**src/rtl/msc_pkg.sv**
```systemverilog
package msc_pkg;
  typedef enum logic {
    MODE_SERIAL   = 1'b0,
    MODE_PARALLEL = 1'b1
  } msc_mode_e;
endpackage

```
**src/rtl/msc_xgate.sv**
```systemverilog
module msc_xgate
  import msc_pkg::*;
#(
  parameter int WIDTH = 4
) (
  input  msc_mode_e        mode,
  input  logic             per_chain,
  input  logic             shared_en,
  input  logic [WIDTH-1:0] vec_en,
  input  logic             ser_bit,
  input  logic [WIDTH-1:0] chains,
  output logic [WIDTH-1:0] gated
);
  logic [WIDTH-1:0] lane_en;
  logic [WIDTH-1:0] raw;

  always_comb begin
    raw = '0;
    if (mode == MODE_PARALLEL) raw = chains;
    else                       raw[0] = ser_bit;
  end

  for (genvar i = 0; i < WIDTH; i++) begin : g_lane
    assign lane_en[i] = per_chain ? vec_en[i] : shared_en;
    assign gated[i]   = raw[i] & lane_en[i];
  end
endmodule

```
**src/rtl/msc_lfsr.sv**
```systemverilog
module msc_lfsr #(
  parameter int               WIDTH = 4,
  parameter logic [WIDTH-1:0] POLY  = 4'b0011
) (
  input  logic             clk,
  input  logic             rst_n,
  input  logic             clear,
  input  logic             en,
  input  logic [WIDTH-1:0] din,
  output logic [WIDTH-1:0] sig
);
  logic [WIDTH-1:0] sig_q, sig_d, shifted;
  logic             fb;

  assign fb = sig_q[WIDTH-1];

  for (genvar i = 0; i < WIDTH; i++) begin : g_stage
    if (i == 0) begin : g_first
      assign shifted[i] = 1'b0;
    end else begin : g_rest
      assign shifted[i] = sig_q[i-1];
    end
  end

  always_comb begin
    sig_d = sig_q;
    if (clear)   sig_d = '0;
    else if (en) sig_d = shifted ^ (POLY & {WIDTH{fb}}) ^ din;
  end

  always_ff @(posedge clk or negedge rst_n) begin
    if (!rst_n) sig_q <= '0;
    else        sig_q <= sig_d;
  end

  assign sig = sig_q;


  hold_when_idle_chk: assert property (@(posedge clk) disable iff (!rst_n)
    (!en && !clear) |=> $stable(sig_q));

  seed_zero_chk: assert property (@(posedge clk) disable iff (!rst_n)
    clear |=> (sig_q == '0));
endmodule

```
**src/rtl/msc_judge.sv**
```systemverilog
module msc_judge #(
  parameter int WIDTH = 4
) (
  input  logic             clk,
  input  logic             rst_n,
  input  logic             clear,
  input  logic             done,
  input  logic [WIDTH-1:0] sig,
  input  logic [WIDTH-1:0] expected,
  output logic             freeze,
  output logic             res_valid,
  output logic             pass
);
  logic rv_q, rv_d, ps_q, ps_d, take;

  assign take = done && !rv_q;

  always_comb begin
    rv_d = rv_q;
    ps_d = ps_q;
    if (clear) begin
      rv_d = 1'b0;
      ps_d = 1'b0;
    end else if (take) begin
      rv_d = 1'b1;
      ps_d = (sig == expected);
    end
  end

  always_ff @(posedge clk or negedge rst_n) begin
    if (!rst_n) begin
      rv_q <= 1'b0;
      ps_q <= 1'b0;
    end else begin
      rv_q <= rv_d;
      ps_q <= ps_d;
    end
  end

  assign freeze    = rv_q | done;
  assign res_valid = rv_q;
  assign pass      = ps_q;


  verdict_chk: assert property (@(posedge clk) disable iff (!rst_n)
    (done && !rv_q && !clear) |=> (rv_q && (ps_q == ($past(sig) == $past(expected)))));

  verdict_hold_chk: assert property (@(posedge clk) disable iff (!rst_n)
    (rv_q && !clear) |=> (rv_q && $stable(ps_q)));
endmodule

```
**src/rtl/masked_sig_compactor.sv**
```systemverilog
module masked_sig_compactor
  import msc_pkg::*;
#(
  parameter int               WIDTH = 4,
  parameter logic [WIDTH-1:0] POLY  = 4'b0011
) (
  input  logic             clk,
  input  logic             rst_n,
  input  logic             start,
  input  logic             valid,
  input  logic             par_mode,
  input  logic             mask_per_chain,
  input  logic             mask_shared,
  input  logic [WIDTH-1:0] mask_vec,
  input  logic             ser_in,
  input  logic [WIDTH-1:0] chain_in,
  input  logic             done,
  input  logic [WIDTH-1:0] expected,
  output logic [WIDTH-1:0] signature,
  output logic             result_valid,
  output logic             pass
);
  localparam int SYNC_STAGES = 2;

  logic [SYNC_STAGES-1:0] rst_pipe;
  logic                   rst_int_n;
  logic [WIDTH-1:0]       gated;
  logic                   freeze;
  logic                   upd_en;

  always_ff @(posedge clk or negedge rst_n) begin
    if (!rst_n) rst_pipe <= '0;
    else        rst_pipe <= {rst_pipe[SYNC_STAGES-2:0], 1'b1};
  end
  assign rst_int_n = rst_pipe[SYNC_STAGES-1];

  msc_xgate #(.WIDTH(WIDTH)) u_gate (
    .mode      (msc_mode_e'(par_mode)),
    .per_chain (mask_per_chain),
    .shared_en (mask_shared),
    .vec_en    (mask_vec),
    .ser_bit   (ser_in),
    .chains    (chain_in),
    .gated     (gated)
  );

  assign upd_en = valid && !freeze;

  msc_lfsr #(.WIDTH(WIDTH), .POLY(POLY)) u_lfsr (
    .clk   (clk),
    .rst_n (rst_int_n),
    .clear (start),
    .en    (upd_en),
    .din   (gated),
    .sig   (signature)
  );

  msc_judge #(.WIDTH(WIDTH)) u_judge (
    .clk       (clk),
    .rst_n     (rst_int_n),
    .clear     (start),
    .done      (done),
    .sig       (signature),
    .expected  (expected),
    .freeze    (freeze),
    .res_valid (result_valid),
    .pass      (pass)
  );


  frozen_sig_chk: assert property (@(posedge clk) disable iff (!rst_int_n)
    (result_valid && !start) |=> $stable(signature));

  shared_block_chk: assert property (@(posedge clk) disable iff (!rst_int_n)
    (valid && !start && !done && !result_valid && !mask_per_chain && !mask_shared
     && signature == '0) |=> (signature == '0));
endmodule

```
**config.mk**
```make
export PLATFORM = sky130hd
export DESIGN_NAME = masked_sig_compactor
export DESIGN_NICKNAME = d
export VERILOG_FILES = /design/src/rtl/msc_pkg.sv /design/src/rtl/msc_xgate.sv /design/src/rtl/msc_lfsr.sv /design/src/rtl/msc_judge.sv /design/src/rtl/masked_sig_compactor.sv
export SDC_FILE = /design/constraint.sdc
export NUM_CORES = 1
export LEC_CHECK = 0
export BUFFER_PORTS_ARGS = -buffer_cell sky130_fd_sc_hd__buf_4
export CORE_MARGIN = 3
export CORE_UTILIZATION = 37
export DETAILED_ROUTE_END_ITERATION = 8
export PLACE_DENSITY = 0.69
export SYNTH_ARGS = -nofsm -noshare
export SYNTH_HDL_FRONTEND = slang
export SYNTH_SLANG_ARGS = --single-unit
```
**constraint.sdc**
```tcl
create_clock -name clk -period 0.8 [get_ports clk]
set_clock_uncertainty 0.15 [all_clocks]
set_input_delay 0.08 -clock clk [delete_from_list [all_inputs] [get_ports clk]]
set_output_delay 0.08 -clock clk [all_outputs]
set_load 0.01 [all_outputs]
```
==> flow_summary_export.csv <==
group,metric,value,unit
timing,slew_viol_final,0,
route,first_pass_iters,4,
outcome,status,"finished with violations",
worst_setup_path,reg2reg_from,"u_judge.res_valid$_DFFE_PN0P_",
route,wl_per_cell,15.2,um
worst_setup_path,crit_type,"reg2reg",
timing,worst_slack,-0.694,ns
cts,cts_sinks,8,
yosys,synthTopCellsByCount,"8 x dfrtp_1, 5 x mux2i_1, 5 x nor2_1",
yosys,synthesis.nets,68,
worst_setup_path,arrival,1.49,ns
route,vias_per_cell,5.24,
timing,rsz0062_at_grt,"true",
grt,grt_pass1_vias,555,
yosys,ys_top_cells_by_area,"dfrtp_1 41%, mux2i_1 10%, xnor2_1 7.2%, a311oi_1 5.4%, nor2_1 3.9%",
die,row_count,12,
yosys,syn-cell-area,484,um2
timing,finalSetupViolations,12,
worst_setup_path,crit_chain,"nor4b_4 -> or4b_1 -> o311ai_1",
timing,fin_crit,1.49,ns
pwr,p_leak,0.442,nW
pwr,p_per_area,1230,nW/um2
die,coreArea,1170,um2
run,cap_violations,0,
worst_hold_path,min_path_type,"reg2async",
yosys,async_flop_share,100,%
die,dieHeight,42.2,um
cts,postCtsHoldBufs,1,
die,io_pins,27,
timing,tns,-4.98,ns
route,drtIter0Drc,10,
route,wirelength,1600,um
worst_setup_path,crit_fanout,2,
grt,grt_start_max_net_pins,8,
cts,tritoncts,"built",
timing,whs,-0.0515,ns
timing,period_share,187,%
finish,post-route-util,77.6,%
yosys,synth_most_common_cell,"dfrtp_1",
worst_setup_path,r2r_slack,-0.69,ns
route,drc,0,
worst_setup_path,required,0.80,ns
worst_setup_path,crit_start,"u_judge.res_valid$_DFFE_PN0P_",
worst_setup_path,end_kind,"flip-flop",
timing,fmax,0.670,GHz
pwr,ir_drop,1090,uV
cts,cts_made_buffers,3,
grt,grt_pass1_wl,2540,um
yosys,synth_area_per_cell,10.3,um2
yosys,synth_top_area_share,41.3,%
finish,final_nets,114,
placement,io_buffers,26,
finish,num_antenna_cells,0,
yosys,synth_cells,47,
route,vias,550,
cts,htree_levels,1,
timing,final_hold_viol_count,7,
yosys,synth_ff_type,"dfrtp_1",
worst_setup_path,crit_end,"u_lfsr.sig[1]$_DFFE_PN0P_",
yosys,synth_cell_types,21,
finish,drive_gt1_share,58.2,%
worst_setup_path,slowest_delay,0.48,ns
worst_setup_path,slowest_stage,"or4b_1",
finish,syn_to_final_growth,87.6,%
yosys,yosysTopAreaCell,"dfrtp_1",
worst_setup_path,reg2reg_depth,3,
placement,routabilityCongestion,0.706,
cts,root_buffer,"clkbuf_4",
route,antenna_left,0,
grt,grt_overflow_total,0,
cts,cts.reportedPaths.clkPinSlew,0.06,ns
cts,clk_path_buf_depth,2,
grt,antenna_found_initial,0,
yosys,ys_ff_latch,8,
die,initial_core_util,41.3,%
outcome,violations,"hold timing, setup timing",
die,dieWidth,42.2,um
yosys,synth_warnings,0,
grt,grtUsageTotal,19.6,%
worst_setup_path,worstSetupStartpointType,"flip-flop",
yosys,ys_seq_area_share,41.3,%
die,dieArea,1780,um2
worst_setup_path,r2r_end,"u_lfsr.sig[1]$_DFFE_PN0P_",
cts,clock_latency,0.26,ns
placement,place_hpwl,1080,um
yosys,synth_edf_count,0,
## stage by stage
stage | cell area (um2) | total power, mW | worst slack (ns) | std cells
finish | 908 | 1.12 | -0.694 | 105
global route | 908 | 1.19 | -0.745 | 105
CTS | 878 | 1.10 | -0.648 | 102
detailed placement | 763 | 0.734 | -0.713 | 96
global placement | 763 | 0.726 | -0.643 | 96
floorplan | 487 | 0.560 | -0.677 | 47
## cell type report
cell class                 instances  area [um2]
clock buffer                       3        22.5
multi-input combinational         37         310
sequential                         8         203
inverter                           1        3.75
fill                              82         263
timing repair buffer              42         352
tap                               14        17.5
## where the power goes
| group | switching [mW] | internal (mW) |
|---|---|---|
| Combinational | 0.138 | 0.216 |
| Sequential | 0.0225 | 0.427 |
| Clock | 0.141 | 0.172 |
| Total | 0.302 | 0.815 |
## registers in the layout, indices dropped and copies added, names as in the netlist
signal             flops
rst_pipe               2
u_judge.pass           1
u_judge.res_valid      1
u_lfsr.sig             4
## worst min-delay path by stage
stage	from	end	slack (ns)	depth (start not counted)
2_1_floorplan	rst_n	rst_pipe[0]$_DFF_PN0_	-0.37	0
3_3_place_gp	rst_n	rst_pipe[1]$_DFF_PN0_	-0.29	1
3_5_place_dp	rst_n	rst_pipe[1]$_DFF_PN0_	-0.29	1
4_1_cts	rst_pipe[1]$_DFF_PN0_	u_lfsr.sig[1]$_DFFE_PN0P_	-0.04	0
5_1_grt	rst_pipe[1]$_DFF_PN0_	u_lfsr.sig[1]$_DFFE_PN0P_	-0.03	0
6_report	rst_pipe[1]$_DFF_PN0_	u_lfsr.sig[1]$_DFFE_PN0P_	-0.05	0
## worst max-delay path, delay by kind of cell (launching register included)
family | cells | cell delay (ns)
AO/OA/AOI/OAI | 1 | 0.10
flip-flops | 1 | 0.43
AND/OR/NAND/NOR | 2 | 0.72
## kinds of logic after synthesis
| family | count (synthesis) | synth area share [%] |
|---|---|---|
| AND/OR/NAND/NOR | 17 | 22.0 |
| XOR/XNOR | 5 | 9.04 |
| other | 1 | 0.774 |
| buffers and inverters | 2 | 3.10 |
| flip-flops | 8 | 41.3 |
| AO/OA/AOI/OAI | 9 | 13.4 |
| multiplexers | 5 | 10.3 |
## per-layer routing
layer  vias up  wire, um  GRT usage [%]
met3         2       120           9.01
li1        264         -              -
met4         0        13           5.59
met1       260       593           20.4
met5         -         0              0
met2        24       872           35.0
## what timing repair did
item | CTS | global route
gates resized for setup | 15 | 2
endpoints found under the setup margin | 12 | 12
setup buffers | 2 | 4
pin swaps | 5 | 4
endpoints found under the hold margin | 10 | 6
## cells in the final DEF (no fill, tap or decap)
cell type and count:
a311oi_1 3, buf_4 32, buf_6 9, clkbuf_4 3, conb_1 1, dfrtp_1 6
dfrtp_2 2, dlygate4sd3_1 1, inv_1 1, mux2i_1 5, nand2_1 3, nand2b_1 1
nand3b_1 1, nand4_1 1, nor2_1 4, nor2_2 1, nor3b_2 1, nor4b_4 1
o211ai_1 1, o21ai_0 3, o311ai_1 1, o31ai_1 1, or3_1 3, or4b_1 1
xnor2_2 4, xor2_1 1
(Power assumes the default switching activity.)
